$ cat config.mk
export PLATFORM = sky130hd
export DESIGN_NAME = autobaud_uart
export DESIGN_NICKNAME = d
export VERILOG_FILES = /design/src/rtl/autobaud_pkg.sv /design/src/rtl/abu_period_meter.sv /design/src/rtl/abu_rx_sampler.sv /design/src/rtl/abu_tx_serializer.sv /design/src/rtl/autobaud_uart.sv
export SDC_FILE = /design/constraint.sdc
export NUM_CORES = 1
export LEC_CHECK = 0
export BUFFER_PORTS_ARGS = -buffer_cell sky130_fd_sc_hd__clkbuf_2
export CORE_MARGIN = 1
export CORE_UTILIZATION = 55
export CTS_BUF_LIST = sky130_fd_sc_hd__clkbuf_4 sky130_fd_sc_hd__clkbuf_8
export CTS_CLUSTER_DIAMETER = 100
export DETAILED_ROUTE_END_ITERATION = 16
export PLACE_DENSITY = 0.71
export RECOVER_POWER = 100
export SLEW_MARGIN = 25
export SYNTH_ARGS = -nofsm -noshare
export SYNTH_HDL_FRONTEND = slang
export SYNTH_SLANG_ARGS = --single-unit
$ cat constraint.sdc
create_clock -name clk -period 3.04 [get_ports clk]
set_input_delay 0.304 -clock clk [delete_from_list [all_inputs] [get_ports clk]]
set_output_delay 0.304 -clock clk [all_outputs]
set_load 0.03 [all_outputs]
$ cat src/rtl/autobaud_pkg.sv
`timescale 1ns/1ps
package autobaud_pkg;
    localparam int unsigned DATA_BITS  = 8;
    localparam int unsigned FRAME_BITS = DATA_BITS + 2;

    typedef enum logic [1:0] {
        MT_WAIT_HIGH,
        MT_ARMED,
        MT_LOW,
        MT_LOCKED
    } meter_state_e;

    typedef enum logic [2:0] {
        RS_IDLE,
        RS_START,
        RS_DATA,
        RS_STOP,
        RS_WAIT_HIGH
    } rx_state_e;

    typedef enum logic {
        TS_IDLE,
        TS_BUSY
    } tx_state_e;
endpackage

$ cat src/rtl/abu_period_meter.sv
`timescale 1ns/1ps
module abu_period_meter
    import autobaud_pkg::*;
#(
    parameter int unsigned CNT_W      = 12,
    parameter int unsigned MIN_PERIOD = 4
) (
    input  logic             clk,
    input  logic             rst_n,
    input  logic             relearn_i,
    input  logic             line_i,
    output logic             locked_o,
    output logic [CNT_W-1:0] period_o,
    output logic             capture_o,
    output logic [CNT_W-1:0] capture_period_o
);
    localparam logic [CNT_W-1:0] ONE     = CNT_W'(1);
    localparam logic [CNT_W-1:0] MIN_CNT = CNT_W'(MIN_PERIOD);
    localparam logic [CNT_W-1:0] MAX_CNT = '1;

    typedef struct packed {
        meter_state_e     state;
        logic [CNT_W-1:0] cnt;
        logic [CNT_W-1:0] period;
    } meter_regs_t;

    meter_regs_t q, d;

    always_comb begin
        d         = q;
        capture_o = 1'b0;
        if (relearn_i) begin
            d.state  = MT_WAIT_HIGH;
            d.cnt    = '0;
            d.period = '0;
        end else begin
            case (q.state)
                MT_WAIT_HIGH: begin
                    if (line_i) d.state = MT_ARMED;
                end
                MT_ARMED: begin
                    if (!line_i) begin
                        d.state = MT_LOW;
                        d.cnt   = ONE;
                    end
                end
                MT_LOW: begin
                    if (!line_i) begin
                        if (q.cnt == MAX_CNT) d.state = MT_WAIT_HIGH;
                        else                  d.cnt   = q.cnt + ONE;
                    end else if (q.cnt >= MIN_CNT) begin
                        d.state   = MT_LOCKED;
                        d.period  = q.cnt;
                        capture_o = 1'b1;
                    end else begin
                        d.state = MT_ARMED;
                    end
                end
                MT_LOCKED: ;
                default: d.state = MT_WAIT_HIGH;
            endcase
        end
    end

    always_ff @(posedge clk) begin
        if (!rst_n) q <= '{state: MT_WAIT_HIGH, cnt: '0, period: '0};
        else        q <= d;
    end

    assign locked_o         = (q.state == MT_LOCKED);
    assign period_o         = q.period;
    assign capture_period_o = q.cnt;


    relearn_unlock_chk: assert property (@(posedge clk) disable iff (!rst_n)
        relearn_i |=> !locked_o);


    period_floor_chk: assert property (@(posedge clk) disable iff (!rst_n)
        locked_o |-> (period_o >= MIN_CNT));


    lock_after_low_chk: assert property (@(posedge clk) disable iff (!rst_n)
        $rose(locked_o) |-> ($past(line_i) && !$past(line_i, 2)));
endmodule

$ cat src/rtl/abu_rx_sampler.sv
`timescale 1ns/1ps
module abu_rx_sampler
    import autobaud_pkg::*;
#(
    parameter int unsigned CNT_W = 12
) (
    input  logic                 clk,
    input  logic                 rst_n,
    input  logic                 line_i,
    input  logic                 locked_i,
    input  logic                 capture_i,
    input  logic [CNT_W-1:0]     capture_period_i,
    input  logic [CNT_W-1:0]     period_i,
    output logic [DATA_BITS-1:0] data_o,
    output logic                 valid_o,
    output logic                 ferr_o
);
    localparam int unsigned      IDX_W    = $clog2(DATA_BITS);
    localparam logic [IDX_W-1:0] LAST_BIT = IDX_W'(DATA_BITS - 1);
    localparam logic [CNT_W-1:0] ONE      = CNT_W'(1);

    typedef struct packed {
        rx_state_e            state;
        logic [CNT_W-1:0]     timer;
        logic [IDX_W-1:0]     bit_idx;
        logic [DATA_BITS-1:0] shift;
        logic                 discard;
        logic                 valid;
        logic                 ferr;
        logic [DATA_BITS-1:0] data;
    } rx_regs_t;

    rx_regs_t q, d;
    logic [CNT_W-1:0] half_now, half_first;

    assign half_now   = period_i >> 1;
    assign half_first = capture_period_i >> 1;

    always_comb begin
        d       = q;
        d.valid = 1'b0;
        d.ferr  = 1'b0;
        if (capture_i) begin
            // training character: skip through its data and stop bits
            d.state   = RS_DATA;
            d.timer   = half_first - ONE;
            d.bit_idx = '0;
            d.discard = 1'b1;
        end else if (!locked_i) begin
            d.state   = RS_IDLE;
            d.timer   = '0;
            d.discard = 1'b0;
        end else begin
            case (q.state)
                RS_IDLE: begin
                    if (!line_i) begin
                        d.state = RS_START;
                        d.timer = half_now - ONE;
                    end
                end
                RS_START: begin
                    if (q.timer == '0) begin
                        if (line_i) begin
                            d.state = RS_IDLE;
                        end else begin
                            d.state   = RS_DATA;
                            d.timer   = period_i - ONE;
                            d.bit_idx = '0;
                        end
                    end else begin
                        d.timer = q.timer - ONE;
                    end
                end
                RS_DATA: begin
                    if (q.timer == '0) begin
                        d.shift = {line_i, q.shift[DATA_BITS-1:1]};
                        d.timer = period_i - ONE;
                        if (q.bit_idx == LAST_BIT) d.state   = RS_STOP;
                        else                       d.bit_idx = q.bit_idx + 1'b1;
                    end else begin
                        d.timer = q.timer - ONE;
                    end
                end
                RS_STOP: begin
                    if (q.timer == '0) begin
                        d.discard = 1'b0;
                        if (line_i) begin
                            d.state = RS_IDLE;
                            if (!q.discard) begin
                                d.valid = 1'b1;
                                d.data  = q.shift;
                            end
                        end else begin
                            d.state = RS_WAIT_HIGH;
                            d.ferr  = 1'b1;
                        end
                    end else begin
                        d.timer = q.timer - ONE;
                    end
                end
                RS_WAIT_HIGH: begin
                    if (line_i) d.state = RS_IDLE;
                end
                default: d.state = RS_IDLE;
            endcase
        end
    end

    always_ff @(posedge clk) begin
        if (!rst_n) q <= '{state: RS_IDLE, timer: '0, bit_idx: '0, shift: '0,
                           discard: 1'b0, valid: 1'b0, ferr: 1'b0, data: '0};
        else        q <= d;
    end

    assign data_o  = q.data;
    assign valid_o = q.valid;
    assign ferr_o  = q.ferr;


    deliver_on_mark_chk: assert property (@(posedge clk) disable iff (!rst_n)
        valid_o |-> $past(line_i));


    error_on_space_chk: assert property (@(posedge clk) disable iff (!rst_n)
        ferr_o |-> !$past(line_i));


    strobe_exclusive_chk: assert property (@(posedge clk) disable iff (!rst_n)
        !(valid_o && ferr_o));


    deliver_locked_chk: assert property (@(posedge clk) disable iff (!rst_n)
        valid_o |-> $past(locked_i));
endmodule

$ cat src/rtl/abu_tx_serializer.sv
`timescale 1ns/1ps
module abu_tx_serializer
    import autobaud_pkg::*;
#(
    parameter int unsigned CNT_W = 12
) (
    input  logic                 clk,
    input  logic                 rst_n,
    input  logic                 locked_i,
    input  logic [CNT_W-1:0]     period_i,
    input  logic [DATA_BITS-1:0] data_i,
    input  logic                 valid_i,
    output logic                 ready_o,
    output logic                 txd_o
);
    localparam int unsigned       LEFT_W   = $clog2(FRAME_BITS);
    localparam logic [LEFT_W-1:0] LAST_IDX = LEFT_W'(FRAME_BITS - 1);
    localparam logic [CNT_W-1:0]  ONE      = CNT_W'(1);

    typedef struct packed {
        tx_state_e             state;
        logic [FRAME_BITS-1:0] shift;
        logic [CNT_W-1:0]      timer;
        logic [CNT_W-1:0]      bit_len;
        logic [LEFT_W-1:0]     left;
    } tx_regs_t;

    tx_regs_t q, d;

    assign ready_o = (q.state == TS_IDLE) && locked_i;

    always_comb begin
        d = q;
        case (q.state)
            TS_IDLE: begin
                if (valid_i && ready_o) begin
                    d.state   = TS_BUSY;
                    d.shift   = {1'b1, data_i, 1'b0};
                    d.bit_len = period_i;
                    d.timer   = period_i - ONE;
                    d.left    = LAST_IDX;
                end
            end
            TS_BUSY: begin
                if (q.timer == '0) begin
                    if (q.left == '0) begin
                        d.state = TS_IDLE;
                    end else begin
                        d.shift = {1'b1, q.shift[FRAME_BITS-1:1]};
                        d.left  = q.left - 1'b1;
                        d.timer = q.bit_len - ONE;
                    end
                end else begin
                    d.timer = q.timer - ONE;
                end
            end
            default: d.state = TS_IDLE;
        endcase
    end

    always_ff @(posedge clk) begin
        if (!rst_n) q <= '{state: TS_IDLE, shift: '1, timer: '0, bit_len: '0, left: '0};
        else        q <= d;
    end

    assign txd_o = (q.state == TS_BUSY) ? q.shift[0] : 1'b1;


    start_after_accept_chk: assert property (@(posedge clk) disable iff (!rst_n)
        (valid_i && ready_o) |=> (!txd_o && !ready_o));


    mark_before_ready_chk: assert property (@(posedge clk) disable iff (!rst_n)
        $rose(ready_o) |-> $past(txd_o));


    ready_needs_lock_chk: assert property (@(posedge clk) disable iff (!rst_n)
        ready_o |-> locked_i);
endmodule

$ cat src/rtl/autobaud_uart.sv
`timescale 1ns/1ps
module autobaud_uart
    import autobaud_pkg::*;
#(
    parameter int unsigned CNT_W      = 12,
    parameter int unsigned MIN_PERIOD = 4
) (
    input  logic       clk,
    input  logic       rst_n,
    input  logic       relearn_i,
    input  logic       rxd_i,
    output logic       txd_o,
    input  logic [7:0] tx_data_i,
    input  logic       tx_valid_i,
    output logic       tx_ready_o,
    output logic [7:0] rx_data_o,
    output logic       rx_valid_o,
    output logic       frame_err_o,
    output logic       locked_o
);
    typedef struct packed {
        logic s1;
        logic s2;
    } sync_t;

    sync_t sy_q, sy_d;

    always_comb begin
        sy_d.s1 = rxd_i;
        sy_d.s2 = sy_q.s1;
    end

    always_ff @(posedge clk) begin
        if (!rst_n) sy_q <= '{s1: 1'b1, s2: 1'b1};
        else        sy_q <= sy_d;
    end

    logic             line;
    logic             locked;
    logic             capture;
    logic [CNT_W-1:0] period;
    logic [CNT_W-1:0] capture_period;

    assign line = sy_q.s2;

    abu_period_meter #(
        .CNT_W      (CNT_W),
        .MIN_PERIOD (MIN_PERIOD)
    ) i_meter (
        .clk              (clk),
        .rst_n            (rst_n),
        .relearn_i        (relearn_i),
        .line_i           (line),
        .locked_o         (locked),
        .period_o         (period),
        .capture_o        (capture),
        .capture_period_o (capture_period)
    );

    abu_rx_sampler #(
        .CNT_W (CNT_W)
    ) i_rx (
        .clk              (clk),
        .rst_n            (rst_n),
        .line_i           (line),
        .locked_i         (locked),
        .capture_i        (capture),
        .capture_period_i (capture_period),
        .period_i         (period),
        .data_o           (rx_data_o),
        .valid_o          (rx_valid_o),
        .ferr_o           (frame_err_o)
    );

    abu_tx_serializer #(
        .CNT_W (CNT_W)
    ) i_tx (
        .clk      (clk),
        .rst_n    (rst_n),
        .locked_i (locked),
        .period_i (period),
        .data_i   (tx_data_i),
        .valid_i  (tx_valid_i),
        .ready_o  (tx_ready_o),
        .txd_o    (txd_o)
    );

    assign locked_o = locked;
endmodule

==> metrics.md <==
| Metric | Value |
|---|---|
| Slowest-stage cell, CP | or4_1 |
| Path category of the worst min-delay check | in -> reg |
| Post-synthesis sequential element count | 104 |
| Main flop type after synthesis | dfxtp_1 |
| Area of the die | approximately 0.012 mm² |
| Clock sinks | about 100 |
| Post-synthesis cell count | around 750 |
| CTS Buf Count | 9 |
| Top cell by count, worst path | nand2_1 |
| CTS tree | built |
| Final Critical Period | between 2000 and 3000 ps |
| Pwr dens | about 360 mW/mm² |
| Maximum vdd ir drop | 0.298 mV |
| Setup TNS | 0 ps |
| Post-CTS sizing | 0 |
| CP max FO | 10 |
| HPWL after DPL | 10.9 mm |
| Worst Path Arrival | 3090 ps |
| First-pass GRT wire length | ~25 mm |
| Final setup viols | 0 |
| Core Area | around 0.011 mm² |
| Critical path cell sequence | or4_1 > o41ai_4 > nand2_1 > or4_4 > nand2_1 > a21boi_2 |
| Final WL | between 10 and 15 mm |
| Warnings from Yosys | 0 |
| Run status | finished with violations |
| Pre-CTS setup slack | just over 400 ps |
| Clock slew at reported path FFs | about 100 ps |
| Largest net degree at the start of global routing | between 40 and 50 |
| CTS H-tree lvls | 3 |
| Post-Syn Area | ~0.0061 mm² |
| Failing checks | design-rule violations, max-capacitance violations, max-slew violations |
| Unrepaired setup endpoints after global routing | no |
| Nets | between 700 and 800 |
| Fmax | around 0.36 GHz |
| Avg Cell Area, Syn | between 8 and 9 µm² |
| Startpoint types | register |
| Leak | around 2.7 nW |
| Initial antenna violation count | 0 |
| Post-synthesis cell type count | 76 |
| Root Buffer | clkbuf_8 |
| Worst slew pin tran | between 1500 and 2000 ps |
| IO Pins | 26 |
| Crit path setup slack, layout | approximately 230 ps |
| Crit path buf inv count | 0 |
| Via density | about 6 |
| Share of cells above drive strength 1 | 9.72% |
| Required @ worst endpoint | between 3000 and 4000 ps |
| Post-synthesis net count | 778 |
| Fin. max-slew vios | 38 |
| IO Port Bufs | 25 |
| Worst setup EP type | register |
| Worst path max stage delay | 680 ps |
| Number of global-route vias before repair | between 4,000 and 5,000 |
| Area Overhead vs Synth | 4.35% |
| Post-CTS Hold Fix Bufs | 0 |
| Number of diodes | 0 |
| Vias post-DR | between 5,000 and 6,000 |
| Starting DRT DRC Count | approximately 440 |
| Ys async rst share | 0% |
| CP delay by family, top | simple AND/OR/NAND/NOR gates |
| Number of synthesized flops with an enable pin | 0 |
| Die height | 108 µm |
| GRT Total Usage | around 27% |
| Worst skew pair latency | ~380 ps |
| Die width | 108 µm |
| Register area share after synthesis | roughly 34% |
| Starting Density | between 50% and 60% |
| Drt drc | 1 |
| Post-DRT Antenna Nets | 0 |
| Worst rel slew slack | -9.78% |
| Fin Clk Skew | about 11 ps |
| Placement Rows | 38 |
| WL/cell | roughly 17 µm |
| Max_cap viols | 1 |
| Gpl congestion | 0.993 |
| Longest Clk Path Bufs | 2 |
| CP Class | reg -> reg |
| Grt total ovfl | 0 |
| Postcts setup bufs | 0 |
| TritonRoute pass-1 iters | 13 |
| Final Cycle Share | around 92% |
| Final hold violation count | 0 |
## power by group
| part | switching, mW | internal (mW) | leakage, nW | total, mW |
|---|---|---|---|---|
| clock network | 0.482 | 0.399 | 0.0985 | 0.881 |
| registers | 0.00366 | 1.36 | 0.838 | 1.37 |
| logic | 0.0420 | 0.0271 | 1.73 | 0.0691 |
| total | 0.528 | 1.79 | 2.67 | 2.32 |
## flip-flops by register name (all words and copies together) (netlist names)
register / cells
i_tx.q: 39
i_rx.q: 27
i_meter.capture_period_o: 12
i_meter.period_o: 12
i_rx.data_o: 8
i_meter.q: 2
i_rx.ferr_o: 1
i_rx.valid_o: 1
line: 1
sy_d: 1
## cell families after synthesis
family	after synthesis	synth area share, %
compound gates	164	19.0
buf+inv	79	6.47
simple gates	312	26.4
flops	104	34.0
fa+ha+maj	17	3.47
xor+xnor	55	7.86
mux	17	2.82
## final cells by class
class | count | area [µm²]
well taps | 140 | 175
flip-flops and latches | 104 | 2080
repair buffers | 45 | 249
fillers | 1015 | 4450
clock buffers | 10 | 138
multi-input cells | 565 | 3610
inverters | 22 | 82.6
clock inverters | 5 | 56.3
## cells in the final DEF (no fill, tap or decap), types with 5 or more instances in the layout
cell | synthesis | layout
a21boi_0 | 14 | 14
a21boi_2 | 8 | 8
a21oi_1 | 41 | 41
a22oi_1 | 13 | 13
a31oi_1 | 6 | 6
and3_1 | 11 | 11
buf_4 | 10 | 17
clkbuf_1 | 34 | 15
clkbuf_2 | 2 | 13
clkbuf_8 | 0 | 10
dfxtp_1 | 104 | 104
ha_1 | 17 | 17
inv_1 | 22 | 22
mux2i_1 | 15 | 15
nand2_1 | 91 | 99
nand2b_1 | 9 | 9
nand3_1 | 32 | 32
nor2_1 | 68 | 68
nor2b_1 | 16 | 16
nor3_1 | 17 | 17
nor3b_1 | 5 | 5
nor4_1 | 11 | 11
o211ai_1 | 9 | 9
o21ai_0 | 18 | 21
o221ai_1 | 5 | 5
o22ai_1 | 10 | 10
or4_1 | 4 | 5
xnor2_1 | 20 | 20
xor2_1 | 35 | 35
## final timing paths
kind | cells past startpoint | end | start | slack [ps]
max reg2reg | 6 | i_rx.data_o[2] | i_meter.capture_period_o[7] | 230
min | 2 | sy_d[0] | rxd_i | 100
max | 6 | i_rx.data_o[2] | i_meter.capture_period_o[7] | 230
min reg2reg | 1 | line | sy_d[0] | 420
## per-stage QoR
stage / power [mW] / utilization (%) / hold WS [ps] / cell area (µm²) / cells
floorplan: 1.45 / - / 386 / 6130 / 748
global placement: 1.47 / 57.8 / 387 / 6260 / 876
detailed placement: 1.47 / 57.8 / 405 / 6260 / 876
CTS: 2.34 / 59.6 / 84.1 / 6460 / 891
global route: 2.40 / 59.0 / 95.2 / 6390 / 891
finish: 2.32 / 59.0 / 99.2 / 6390 / 891
## routing by layer
| metal | share of wire [%] | track usage, % | vias up |
|---|---|---|---|
| met3 | 5.9 | 5.81 | 29 |
| met1 | 45 | 35.3 | 2479 |
| li1 | - | - | 2616 |
| met5 | 0 | 0 | - |
| met4 | 2.1 | 9.30 | 0 |
| met2 | 47 | 44.3 | 163 |
## synth_stat cells, drive strengths merged, types with 4 or more instances
cell type | count | area [µm²]
nand2b | 9 | 56.3
a21oi | 41 | 205
a22oi | 13 | 97.6
nor3 | 19 | 105
nand2 | 101 | 409
o22ai | 10 | 62.6
mux2i | 15 | 150
o221ai | 5 | 43.8
buf | 21 | 176
nand3 | 33 | 178
ha | 17 | 213
and3 | 12 | 76.3
a221oi | 4 | 35.0
nor3b | 5 | 37.5
dfxtp | 104 | 2080
or4 | 6 | 52.6
nor2 | 68 | 255
xnor2 | 20 | 175
o21ai | 24 | 120
a21boi | 22 | 195
nand3b | 4 | 30.0
nor4 | 14 | 124
inv | 22 | 82.6
clkbuf | 36 | 138
o211ai | 9 | 67.6
xor2 | 35 | 307
and2 | 4 | 25.0
nor2b | 16 | 100
a31oi | 6 | 37.5
o31ai | 4 | 30.0
## worst reg2reg max path, delay by kind of cell, from the launching register on
kind,cells,cell delay [ps]
DFF,1,410
and+or+nand+nor,4,1710
AOI/OAI and AO/OA,2,570
Power figures use the tool's default switching activity.
